## src/rtl/sysctl_pkg.sv

```systemverilog
package sysctl_pkg;

    localparam int BYTE_W       = 8;
    localparam int STAT_FDC_BIT = 5;
    localparam int STAT_FLY_BIT = 6;
    localparam int BRIGHT_BIT   = 7;

    localparam logic [BYTE_W-1:0] CODE_BOOT_EXIT = 8'd0;
    localparam logic [BYTE_W-1:0] CODE_TC_SET    = 8'd5;
    localparam logic [BYTE_W-1:0] CODE_TC_CLR    = 8'd6;
    localparam logic [BYTE_W-1:0] CODE_MOTOR_SET = 8'd9;
    localparam logic [BYTE_W-1:0] CODE_MOTOR_CLR = 8'd10;
    localparam logic [BYTE_W-1:0] CODE_BEEP_SET  = 8'd11;
    localparam logic [BYTE_W-1:0] CODE_BEEP_CLR  = 8'd12;

    typedef enum logic [2:0] {
        OP_NONE,
        OP_BOOT_EXIT,
        OP_TC_SET,
        OP_TC_CLR,
        OP_MOTOR_SET,
        OP_MOTOR_CLR,
        OP_BEEP_SET,
        OP_BEEP_CLR
    } ctl_op_e;

    typedef struct packed {
        logic boot;
        logic tc;
        logic motor;
        logic beep;
    } ctl_state_t;

    localparam ctl_state_t CTL_RESET = '{boot: 1'b1, tc: 1'b0, motor: 1'b0, beep: 1'b0};

    function automatic ctl_op_e decode_op(input logic [BYTE_W-1:0] code);
        ctl_op_e op;
        case (code)
            CODE_BOOT_EXIT: op = OP_BOOT_EXIT;
            CODE_TC_SET:    op = OP_TC_SET;
            CODE_TC_CLR:    op = OP_TC_CLR;
            CODE_MOTOR_SET: op = OP_MOTOR_SET;
            CODE_MOTOR_CLR: op = OP_MOTOR_CLR;
            CODE_BEEP_SET:  op = OP_BEEP_SET;
            CODE_BEEP_CLR:  op = OP_BEEP_CLR;
            default:        op = OP_NONE;
        endcase
        return op;
    endfunction

    function automatic ctl_state_t apply_op(input ctl_state_t cur, input ctl_op_e op);
        ctl_state_t nxt;
        nxt = cur;
        case (op)
            OP_BOOT_EXIT: nxt.boot  = 1'b0;
            OP_TC_SET:    nxt.tc    = 1'b1;
            OP_TC_CLR:    nxt.tc    = 1'b0;
            OP_MOTOR_SET: nxt.motor = 1'b1;
            OP_MOTOR_CLR: nxt.motor = 1'b0;
            OP_BEEP_SET:  nxt.beep  = 1'b1;
            OP_BEEP_CLR:  nxt.beep  = 1'b0;
            default:      nxt = cur;
        endcase
        return nxt;
    endfunction

endpackage

```

## src/rtl/sysctl_cmd_latch.sv

```systemverilog
module sysctl_cmd_latch
    import sysctl_pkg::*;
(
    input  logic              clk,
    input  logic              rst,
    input  logic              cmd_valid,
    input  logic [BYTE_W-1:0] cmd_code,
    output ctl_state_t        ctl_o
);

    ctl_state_t ctl_q;
    ctl_op_e    op;

    always_comb begin
        op = cmd_valid ? decode_op(cmd_code) : OP_NONE;
    end

    always_ff @(posedge clk) begin
        if (rst) begin
            ctl_q <= CTL_RESET;
        end else begin
            ctl_q <= apply_op(ctl_q, op);
        end
    end

    assign ctl_o = ctl_q;


    boot_sticky_chk: assert property (@(posedge clk) disable iff (rst)
        !ctl_q.boot |=> !ctl_q.boot);


    tc_set_chk: assert property (@(posedge clk) disable iff (rst)
        (cmd_valid && cmd_code == 8'd5) |=> (ctl_q.tc && $stable(ctl_q.motor) && $stable(ctl_q.beep)));


    motor_clr_chk: assert property (@(posedge clk) disable iff (rst)
        (cmd_valid && cmd_code == 8'd10) |=> (!ctl_q.motor && $stable(ctl_q.tc) && $stable(ctl_q.beep)));


    beep_set_chk: assert property (@(posedge clk) disable iff (rst)
        (cmd_valid && cmd_code == 8'd11) |=> (ctl_q.beep && $stable(ctl_q.tc) && $stable(ctl_q.motor)));


    unassigned_chk: assert property (@(posedge clk) disable iff (rst)
        (cmd_valid && !(cmd_code inside {8'd0, 8'd5, 8'd6, 8'd9, 8'd10, 8'd11, 8'd12}))
        |=> $stable(ctl_q));


    idle_hold_chk: assert property (@(posedge clk) disable iff (rst)
        !cmd_valid |=> $stable(ctl_q));

endmodule

```

## src/rtl/sysctl_status_mux.sv

```systemverilog
module sysctl_status_mux
    import sysctl_pkg::*;
#(
    parameter logic [BYTE_W-1:0] CTRL_ADDR = 8'hF8
) (
    input  logic              rd,
    input  logic [BYTE_W-1:0] addr,
    input  logic              fdc_int,
    input  logic              flyback,
    output logic [BYTE_W-1:0] rdata
);

    logic [BYTE_W-1:0] status_word;
    logic              hit;

    always_comb begin
        status_word               = '0;
        status_word[STAT_FDC_BIT] = fdc_int;
        status_word[STAT_FLY_BIT] = flyback;
        hit                       = rd && (addr == CTRL_ADDR);
        rdata                     = hit ? status_word : '0;
    end


    always_comb begin
        if (!rd) begin
            rd_idle_zero_chk: assert (rdata == '0);
        end
    end

endmodule

```

## src/rtl/sysctl_store.sv

```systemverilog
module sysctl_store
    import sysctl_pkg::*;
#(
    parameter int                NUM_BANKS  = 4,
    parameter logic [BYTE_W-1:0] BANK_BASE  = 8'hF0,
    parameter logic [BYTE_W-1:0] VIDEO_ADDR = 8'hF7,
    localparam int               MAP_W      = NUM_BANKS * BYTE_W
) (
    input  logic              clk,
    input  logic              rst,
    input  logic              wr,
    input  logic [BYTE_W-1:0] addr,
    input  logic [BYTE_W-1:0] wdata,
    output logic              bright_o,
    output logic [MAP_W-1:0]  bank_o
);

    logic bright_q;

    always_ff @(posedge clk) begin
        if (rst) begin
            bright_q <= 1'b0;
        end else if (wr && addr == VIDEO_ADDR) begin
            bright_q <= wdata[BRIGHT_BIT];
        end
    end

    assign bright_o = bright_q;

    for (genvar i = 0; i < NUM_BANKS; i++) begin : g_bank
        localparam logic [BYTE_W-1:0] MY_ADDR = BYTE_W'(BANK_BASE + i);
        logic [BYTE_W-1:0] bank_q;

        always_ff @(posedge clk) begin
            if (rst) begin
                bank_q <= '0;
            end else if (wr && addr == MY_ADDR) begin
                bank_q <= wdata;
            end
        end

        assign bank_o[i*BYTE_W +: BYTE_W] = bank_q;


        bank_load_chk: assert property (@(posedge clk) disable iff (rst)
            (wr && addr == MY_ADDR) |=> (bank_o[i*BYTE_W +: BYTE_W] == $past(wdata)));
    end


    bright_load_chk: assert property (@(posedge clk) disable iff (rst)
        (wr && addr == VIDEO_ADDR) |=> (bright_o == $past(wdata[BRIGHT_BIT])));

endmodule

```

## src/rtl/sysctl_port.sv

```systemverilog
module sysctl_port
    import sysctl_pkg::*;
#(
    parameter logic [7:0] CTRL_ADDR  = 8'hF8,
    parameter logic [7:0] VIDEO_ADDR = 8'hF7,
    parameter logic [7:0] BANK_BASE  = 8'hF0,
    parameter int         NUM_BANKS  = 4,
    localparam int        MAP_W      = NUM_BANKS * 8
) (
    input  logic             clk,
    input  logic             rst,
    input  logic [7:0]       io_addr,
    input  logic [7:0]       io_wdata,
    input  logic             io_wr,
    input  logic             io_rd,
    output logic [7:0]       io_rdata,
    input  logic             fdc_int_i,
    input  logic             flyback_i,
    output logic             boot_mode_o,
    output logic             fdc_tc_o,
    output logic             motor_o,
    output logic             beeper_o,
    output logic             video_bright_o,
    output logic [MAP_W-1:0] bank_map_o
);

    ctl_state_t ctl;
    logic       cmd_valid;

    assign cmd_valid = io_wr && (io_addr == CTRL_ADDR);

    sysctl_cmd_latch u_cmd (
        .clk       (clk),
        .rst       (rst),
        .cmd_valid (cmd_valid),
        .cmd_code  (io_wdata),
        .ctl_o     (ctl)
    );

    sysctl_status_mux #(.CTRL_ADDR(CTRL_ADDR)) u_stat (
        .rd      (io_rd),
        .addr    (io_addr),
        .fdc_int (fdc_int_i),
        .flyback (flyback_i),
        .rdata   (io_rdata)
    );

    sysctl_store #(
        .NUM_BANKS  (NUM_BANKS),
        .BANK_BASE  (BANK_BASE),
        .VIDEO_ADDR (VIDEO_ADDR)
    ) u_store (
        .clk      (clk),
        .rst      (rst),
        .wr       (io_wr),
        .addr     (io_addr),
        .wdata    (io_wdata),
        .bright_o (video_bright_o),
        .bank_o   (bank_map_o)
    );

    assign boot_mode_o = ctl.boot;
    assign fdc_tc_o    = ctl.tc;
    assign motor_o     = ctl.motor;
    assign beeper_o    = ctl.beep;


    reset_state_chk: assert property (@(posedge clk)
        rst |=> (boot_mode_o && !fdc_tc_o && !motor_o && !beeper_o && !video_bright_o && bank_map_o == '0));


    status_read_chk: assert property (@(posedge clk) disable iff (rst)
        (io_rd && io_addr == CTRL_ADDR) |->
        (io_rdata[5] == fdc_int_i && io_rdata[6] == flyback_i && io_rdata[7] == 1'b0 && io_rdata[4:0] == 5'd0));


    bank_ctrl_write_chk: assert property (@(posedge clk) disable iff (rst)
        (io_wr && io_addr == CTRL_ADDR) |=> $stable(bank_map_o));

endmodule

```

## config.mk

```make
export PLATFORM = sky130hd
export DESIGN_NAME = sysctl_port
export DESIGN_NICKNAME = d
export VERILOG_FILES = /design/src/rtl/sysctl_pkg.sv /design/src/rtl/sysctl_cmd_latch.sv /design/src/rtl/sysctl_status_mux.sv /design/src/rtl/sysctl_store.sv /design/src/rtl/sysctl_port.sv
export SDC_FILE = /design/constraint.sdc
export NUM_CORES = 1
export LEC_CHECK = 0
export BUFFER_PORTS_ARGS = -buffer_cell sky130_fd_sc_hd__buf_4
export CAP_MARGIN = 10
export CORE_AREA = 5 5 72 91
export CTS_CLUSTER_DIAMETER = 60
export CTS_CLUSTER_SIZE = 10
export DETAILED_ROUTE_END_ITERATION = 7
export DIE_AREA = 0 0 77 96
export PLACE_DENSITY = 0.56
export SYNTH_ARGS = -nofsm -noshare
export SYNTH_HDL_FRONTEND = slang
export SYNTH_SLANG_ARGS = --single-unit
export TNS_END_PERCENT = 10
```

## constraint.sdc

```tcl
create_clock -name clk -period 1.6 [get_ports clk]
set_input_delay 0.16 -clock clk [delete_from_list [all_inputs] [get_ports clk]]
set_output_delay 0.16 -clock clk [all_outputs]
set_load 0.02 [all_outputs]
```

## Word-level counts from Yosys, hierarchy flattened

Cells that the tools add are included.
Widths: inputs -> output; s select.

| cells by class | value |
|---|---|
| equality and inequality tests | 19 |
| multiplexer cells | 6 |
| reduce and logical (&&, ||, !) cells | 11 |

Operators by type and width:

| cell | count |
|---|---|
| $eq 8x8->1 const B | 6 |
| $eq 8x4->1 const B | 4 |
| $pmux 3 s7 | 1 |
| $eq 8x3->1 const B | 2 |
| $eq 3x3->1 const B | 4 |
| $logic_not 8->1 | 1 |
| $logic_and 1x1->1 | 7 |
| $mux 7 | 1 |
| $eq 3x2->1 const B | 2 |
| $pmux 1 s2 | 3 |
| $reduce_bool 2->1 | 3 |
| $eq 3x1->1 const B | 1 |
| $mux 3 | 1 |

| word-level totals | value |
|---|---|
| flip-flop bits (word level) | 37 |
| input bits | 22 |

## Longest topological paths before layout

Gate-level depths: netlist of the first run.

| depth | value |
|---|---|
| word-level depth | 5 |
| mapped depth | 6 |

## Modules after synthesis

Synthesis of the first run repeated with hierarchy kept, for this count alone.

| unflattened totals | value |
|---|---|
| cells, all modules | 165 |
| area, all modules | 1731.7 µm² |

Modules (own cells, without submodules):

| module | times used | cells each | area each (µm²) | seq. area each (µm²) |
|---|---|---|---|---|
| sysctl_store | 1 | 124 | 1385.1 | 660.6 |
| sysctl_cmd_latch | 1 | 24 | 217.7 | 80.1 |
| sysctl_status_mux | 1 | 14 | 102.6 | 0.0 |
| sysctl_port | 1 | 3 | 26.3 | 0.0 |

## Worst setup path after synthesis of the first run

Ideal clock, no wire load.

| timing | value |
|---|---|
| path type | in2reg |
| from | in io_wdata[1] |
| to | reg u_cmd.ctl_q (netlist bit u_cmd.ctl_o[0]) |
| library setup time | 123 ps |
| arrival time | 1355 ps |
| data required time | 1477 ps |
| setup slack | 122 ps |
| stages on the path | 6 |
| path buffers | 1 |
| path through | buf_4 xor2_1 a21oi_1 a211oi_4 nand4_1 mux2_1 |

| between the ends | value |
|---|---|
| cells in the longest elaborated chain, start to end | 5 |
| elaborated cells on any way between the ends | 13 |
| classes of those cells | eq/ne (8); mux (3); reduce/logical (2) |

RTL lines:

| what | line | source |
|---|---|---|
| start: declaration | sysctl_port.sv:13 | `input logic [7:0] io_wdata,` |
| $eq 8x4->1, or another cell as far along | sysctl_pkg.sv:38 | `case (code)` |
| $pmux 3 s7 * | sysctl_pkg.sv:38 |  |
| $mux 3 * | sysctl_cmd_latch.sv:15 | `op = cmd_valid ? decode_op(cmd_code) : OP_NONE;` |
| $eq 3x3->1 | sysctl_pkg.sv:54 | `case (op)` |
| $pmux 1 s2 / $reduce_bool 2->1 (equally long branches) | n/a |  |
| end signal: assignment | sysctl_cmd_latch.sv:22 | `ctl_q <= apply_op(ctl_q, op);` |
| end: declaration | sysctl_cmd_latch.sv:11 | `ctl_state_t ctl_q;` |

Every way passes the cells marked *; elsewhere a longest branch is shown, timed or not.
A chain may end at the register's enable or synchronous reset.

## Worst setup path after layout of the first run

| timing | value |
|---|---|
| from | in io_wdata[7] |
| to | reg u_cmd.ctl_q (netlist bit u_cmd.ctl_o[0]) |

The elaborated chain is that of the path after synthesis.

==> key figures, run 1 <==
Pwr
  • Switching pwr: about 0.00042 W
  • Switching part of the total power: 20.63%
  • Clock share of power: 46.9%
  • PwrDens: about 870 nW/um^2
  • Pleak: between 1 and 1.5 nW
  • Comb power frac: under 10%
  • Seq pwr share: approximately 46%
  • Internal: ~0.0016 W
  • Worst vdd ir: between 0.0007 and 0.0008 V

Placement
  • IO Port Bufs: 60
  • Placed Area: 2187 um^2
  • Setup Slack @ Placement: -0.02485 ns
  • HPWL Detailed: around 3200 um
  • RD Place Congestion: 0.7850
  • Post-Place Cells: between 200 and 300

Finish
  • Commonest non-fill, non-tap cell in the layout: buf_4
  • Area grow syn2layout: 42.58%
  • Fraction of layout cells with a size suffix above 1: between 30% and 40%
  • Finished Layout Cells: 300
  • Nets: 255
  • Ant diodes: 0
  • Most frequent cells in the layout: buf_4, nor2_1, dfxtp_1, mux2i_1, conb_1
  • Final instance area: 2321 um^2

Global route
  • Grt total ovfl: 0
  • Initial antenna violation count: 0
  • Global-route wire length before repair: between 6000 and 7000 um
  • Aggregate global-route resource usage: between 10% and 20%
  • Largest net degree at the start of global routing: 39
  • Vias in the first global route: about 1,400

Timing
  • Fin Setup TNS: 0 ns
  • Final WS setup: 0.2856 ns
  • Final Max Tran Viols: 0
  • Final setup fails: 0
  • Minimum clock period: ~1.3 ns
  • Fmax: 760.8 MHz
  • Final hold vios: 0
  • Worst Skew: 0 ns
  • Final Cycle Share: around 82%
  • RSZ-0062 raised after global routing: false

Critical path
  • Worst Path Max Fanout: 3
  • Slowest CP cell: or4_4
  • Critical path, cell by cell: buf_4, or4_4, a211oi_4, nand4_1, mux2_1
  • CP arrival: 1.49 ns
  • CP startpoint kind: input port
  • Max incr delay on CP: between 0.5 and 0.6 ns
  • Req. time, crit path: approximately 1.8 ns
  • Setup Crit Path Kind: input port to flip-flop
  • CP endpoint kind: flip-flop

Clock network
  • Post-CTS Hold Buffers: 0
  • Clk slew on worst S/H paths: around 0.080 ns
  • Clock Path Buffers: 2
  • Worst-Skew Late Latency: about 0.28 ns
  • Postcts setup bufs: 0
  • Sink Count: 37
  • Cts bufs inserted: 5
  • Root buf cell: clkbuf_8
  • H-Tree Depth: 2
  • CTS tree: done
  • Resized cells post-CTS: 0

Drt
  • DRT Pass-1 Iters: 4
  • Total routed wirelength: ~4300 um
  • Total number of vias: 1,338
  • Post-route antenna net violation count: 0
  • Vias per cell: 4.460
  • WL per Instance: 14.21 um
  • DRC viols: 0
  • First DRT Iteration DRCs: between 50 and 60

Logic synthesis
  • Number of flops mapped to enable cells by yosys: 0
  • Cells after Synth: between 150 and 200
  • Async S/R FF share, synth: 0%
  • Ys flop type: dfxtp_1
  • FF+latch count, synth: 37
  • Yosys Warn Count: 0
  • Avg Cell Area, Syn: ~10 um^2
  • Seq/Total Area, Yosys: a little under half
  • Synth unique cells: 36
  • Synth Cell Area: around 1600 um^2

Floorplanning
  • Die width: 77 um
  • Row Count: 31
  • Initial Util: about 29%
  • CORE AREA: 5624 um^2
  • Io pins: 67
  • Die area: between 7000 and 8000 um^2
  • Die height: between 90 and 100 um

Status
  • Status: completed

Hold path
  • Worst hold path type: input port to flip-flop

Run
  • Max-cap violations: 0
-- critical path: cells and delay by family --
| kind | cells | cell delay [ns] |
|---|---|---|
| AO/OA/AOI/OAI | 1 | 0.21 |
| buffers and inverters | 1 | 0.13 |
| multiplexers | 1 | 0.31 |
| AND/OR/NAND/NOR | 2 | 0.68 |
-- power by group through the flow --
| stage | sequential, W | clock (W) | combinational, W |
|---|---|---|---|
| 3_5_place_dp | 0.000943 | 0 | 0.000157 |
| 5_1_grt | 0.000922 | 0.00103 | 0.000169 |
| 4_1_cts | 0.000921 | 0.000991 | 0.000158 |
| 3_3_place_gp | 0.000943 | 0 | 0.000157 |
| 2_1_floorplan | 0.000944 | 0 | 0.0000873 |
| 6_report | 0.000922 | 0.000950 | 0.000155 |
-- synth_stat cells (2+ instances only) --
cell type / number / area [um^2]
a21oi_1: 3 / 15.01
and3_1: 2 / 12.51
and3_2: 2 / 15.01
buf_2: 2 / 10.01
buf_4: 8 / 60.06
buf_6: 2 / 22.52
clkbuf_1: 3 / 11.26
dfxtp_1: 37 / 740.7
mux2i_1: 33 / 330.3
nand2_1: 2 / 7.510
nand3_1: 2 / 10.01
nand4_1: 2 / 12.51
nor2_1: 39 / 146.4
nor2b_1: 2 / 12.51
nor3_2: 2 / 20.02
xnor2_1: 2 / 17.52
-- worst paths after layout --
check	start	to	slack (ns)	cells after the start
max	io_wdata[7]	u_cmd.ctl_o[0]$_SDFFE_PP0P_	0.29	5
min	io_wdata[0]	u_store.g_bank[1].bank_q[0]$_SDFFE_PP0P_	0.17	3
max reg2reg	u_cmd.ctl_o[0]$_SDFFE_PP0P_	u_cmd.ctl_o[0]$_SDFFE_PP0P_	0.76	2
min reg2reg	u_cmd.ctl_o[3]$_SDFFE_PP1N_	u_cmd.ctl_o[3]$_SDFFE_PP1N_	0.46	1
-- metrics by stage --
stage | total power [W] | util (%) | hold WS (ns)
2_1_floorplan | 0.001032 | - | 0.3039
3_3_place_gp | 0.001100 | 38.89 | 0.4435
3_5_place_dp | 0.001100 | 38.89 | 0.4488
4_1_cts | 0.002070 | 41.27 | 0.1719
5_1_grt | 0.002123 | 41.27 | 0.1929
6_report | 0.002027 | 41.27 | 0.1738
-- cell type report --
cell class | count | area (um^2)
fillers | 581 | 3303
multi-input cells | 115 | 795.8
flip-flops and latches | 37 | 740.7
repair buffers | 74 | 568.0
well taps | 66 | 82.58
clock buffers | 5 | 68.82
clock inverters | 3 | 65.06
-- routing by layer --
layer / wire [um] / global-route usage [%]
met3: 355 / 4.120
met1: 1867 / 15.28
met5: 0 / 0
met2: 1999 / 18.84
met4: 40 / 4.298
-- logic make-up after synthesis --
group | share of synthesized area (%)
compound gates | 4.074
other cells | 0.2304
simple gates | 19.75
buf+inv | 7.148
xor+xnor | 1.614
mux | 21.68
flops | 45.50
-- flip-flops by register name, summed over array words and instances, names as in the netlist --
signal	flops
u_store.bright_o	1
u_store.g_bank.bank_q	32
u_cmd.ctl_o	4
Note: power is estimated with default switching activity, not from simulation.
==> inputs of run 2 (changes only) <==
==> constraint.sdc (replaced) <==
create_clock -name clk -period 1.3 [get_ports clk]
set_input_delay 0.13 -clock clk [delete_from_list [all_inputs] [get_ports clk]]
set_output_delay 0.13 -clock clk [all_outputs]
set_load 0.02 [all_outputs]
==> run 2 against run 1 <==
Final area rose by 4.9%; hold slack got worse by 0.033 ns; largest cell class unchanged; register-to-register slack got worse by 0.28 ns; first-iteration DRC count rose by 16%; combinational power rose by 43%; routed wire length rose by 0.66%; via count rose by 4.3%; total power rose by 15%; worst setup slack got worse by 0.26 ns; utilization rose by 2.0 points; count of clock-buffer cells in the layout rose by 1; critical path type unchanged; critical endpoint unchanged.
==> key figures, run 2 (synthesis results as in run 1) <==
Global route
  • GRT busiest layer: met2 (unchanged)
  • Largest net degree at the start of global routing: 21 (was 39)
  • Global-route wire length before repair: 6920 um (was 6996 um)
  • Aggregate global-route resource usage: 11.81% (was 11.99%)
  • Vias in the first global route: 1,398 (was 1,353)
  • Grt total ovfl: 0 (unchanged)
  • M2 GR Usage: 18.84% (unchanged)
  • Met3 Track Usage GR: 4.026% (was 4.120%)
  • Grt met1 use: 15.00% (was 15.28%)
  • Initial antenna violation count: 0 (unchanged)

Pwr
  • Clock share of power: 42.0% (was 46.9%)
  • PwrDens: 961.5 nW/um^2 (was 873.2 nW/um^2)
  • Internal: 0.001815 W (was 0.001609 W)
  • Switching part of the total power: 22.44% (was 20.63%)
  • Seq pwr share: 48.5% (was 45.5%)
  • Total power: 0.002340 W (was 0.002027 W)
  • Switching pwr: 0.0005252 W (was 0.0004181 W)
  • Worst vdd ir: 0.0007092 V (was 0.0007391 V)
  • Pleak: 1.097 nW (was 1.043 nW)
  • Comb power frac: 9.5% (was 7.6%)

Drt
  • Post-route antenna net violation count: 0 (unchanged)
  • First DRT Iteration DRCs: 64 (was 55)
  • Total routed wirelength: 4290 um (was 4262 um)
  • Vias per cell: 4.489 (was 4.460)
  • DRT Pass-1 Iters: 3 (was 4)
  • DRC viols: 0 (unchanged)
  • Total number of vias: 1,396 (was 1,338)
  • WL per Instance: 13.79 um (was 14.21 um)

Hold path
  • Worst hold path type: input port to flip-flop (unchanged)
  • HP Start: io_wdata[5] (was io_wdata[0])
  • Hold depth: 3 (unchanged)

Floorplanning
  • Die area: 7392 um^2 (unchanged)
  • Io pins: 67 (unchanged)
  • CORE AREA: 5624 um^2 (unchanged)
  • Row Count: 31 (unchanged)
  • Initial Util: 28.94% (unchanged)
  • Die height: 96 um (unchanged)
  • Die width: 77 um (unchanged)

Clock network
  • Cts bufs inserted: 5 (unchanged)
  • Root buf cell: clkbuf_8 (unchanged)
  • Post-CTS Hold Buffers: 0 (unchanged)
  • Resized cells post-CTS: 0 (unchanged)
  • Sink Count: 37 (unchanged)
  • CTS tree: done (unchanged)
  • Postcts setup bufs: 0 (unchanged)
  • Worst-Skew Late Latency: 0.28 ns (about the same)
  • Clock Path Buffers: 2 (unchanged)
  • H-Tree Depth: 2 (unchanged)
  • Clk slew on worst S/H paths: 0.07 ns (was 0.08 ns)

Finish
  • Reg with most FFs: u_store.g_bank.bank_q (unchanged)
  • Ant diodes: 0 (unchanged)
  • Multi-input logic area: 840.8 um^2 (was 795.8 um^2)
  • Area grow syn2layout: 49.50% (was 42.58%)
  • Commonest non-fill, non-tap cell in the layout: buf_4 (unchanged)
  • FF/Latch Area: 740.7 um^2 (unchanged)
  • Fraction of layout cells with a size suffix above 1: 44.90% (was 39.32%)
  • Most frequent cells in the layout: buf_4, nor2_1, dfxtp_1, mux2i_1, conb_1 (unchanged)
  • Number of fill cells: 568 (was 581)
  • Nets: 266 (was 255)
  • Max reg flops: 32 (unchanged)
  • Util after Layout: 43.27% (was 41.27%)

Timing
  • Final Cycle Share: a little over nine tenths
  • Fmax: 784.7 MHz
  • Final hold vios: 0 (unchanged)
  • Worst Skew: 0 ns (unchanged)
  • Minimum clock period: roughly 1.3 ns
  • Final setup fails: 0 (unchanged)
  • RSZ-0062 raised after global routing: false (unchanged)
  • Final WS setup: 0.02557 ns (was 0.2856 ns)
  • Final Max Tran Viols: 0 (unchanged)

Placement
  • HPWL Detailed: 3276 um (was 3226 um)
  • RD Place Congestion: 0.7764 (was 0.7850)
  • IO Port Bufs: 60 (unchanged)
  • Setup Slack @ Placement: -0.2801 ns (was -0.02485 ns)

Critical path
  • Worst Path Max Fanout: 3 (unchanged)
  • CP startpoint kind: input port (unchanged)
  • R2r worst-path depth: 2 (unchanged)
  • CP arrival: 1.45 ns (was 1.49 ns)
  • Setup Crit Path Kind: input port to flip-flop (unchanged)
  • CP endpoint kind: flip-flop (unchanged)
  • Reg-to-reg startpoint: u_cmd.ctl_o[0]$_SDFFE_PP0P_ (unchanged)
  • Req. time, crit path: 1.48 ns (was 1.78 ns)
  • Crit path launch: io_wdata[7] (unchanged)

Run
  • Max-cap violations: 0 (unchanged)

Status
  • Status: completed (unchanged)
-- run 2: cell types whose count changed in the layout (fill, tap and decap cells not counted), sizes merged --
cell | before | now
bufinv | 2 | 1
buf | 74 | 85
clkbuf | 5 | 6
-- run 2: worst max-delay path, stage by stage --
cell and delay, ns:
buf_4 0.13, or4_4 0.54, a211oi_4 0.20, nand4_1 0.14
mux2_4 0.31
-- run 2: stage by stage --
step                      cell area, um^2  hold slack [ns]  std cells  setup TNS, ns
after floorplan                      1668           0.2739        168         -1.724
after global placement               2291           0.4284        303         -4.792
after detailed placement             2291           0.4264        303         -4.864
after CTS                            2402           0.1210        311              0
after global routing                 2434           0.1659        311              0
final                                2434           0.1406        311              0
-- run 2: cell type report --
type | instances | area share [%]
tap | 66 | 3.393
sequential | 37 | 30.44
multi-input combinational | 115 | 34.55
timing repair buffer | 85 | 27.04
clock inverter | 2 | 1.594
clock buffer | 6 | 2.982
-- run 2: power groups by stage --
| stage | clock network (W) | registers [W] | logic [W] |
|---|---|---|---|
| after detailed placement | 0 | 0.00116 | 0.000218 |
| final | 0.000983 | 0.00113 | 0.000222 |
| after CTS | 0.00102 | 0.00113 | 0.000219 |
| after floorplan | 0 | 0.00116 | 0.000113 |
| after global placement | 0 | 0.00116 | 0.000218 |
| after global routing | 0.00107 | 0.00113 | 0.000241 |
-- run 2: final timing paths --
check / endpoint / slack, ns
worst max-delay path: u_cmd.ctl_o[0]$_SDFFE_PP0P_ / 0.03
worst min-delay path: u_store.g_bank[0].bank_q[5]$_SDFFE_PP0P_ / 0.14
worst max register to register: u_cmd.ctl_o[0]$_SDFFE_PP0P_ / 0.48
worst min register to register: u_cmd.ctl_o[3]$_SDFFE_PP1N_ / 0.46
-- run 2: layer usage --
| metal | routed length, um | up-vias |
|---|---|---|
| met5 | 0 | - |
| met4 | 63 | 0 |
| met3 | 353 | 5 |
| met2 | 1946 | 51 |
| met1 | 1927 | 633 |
| li1 | - | 707 |
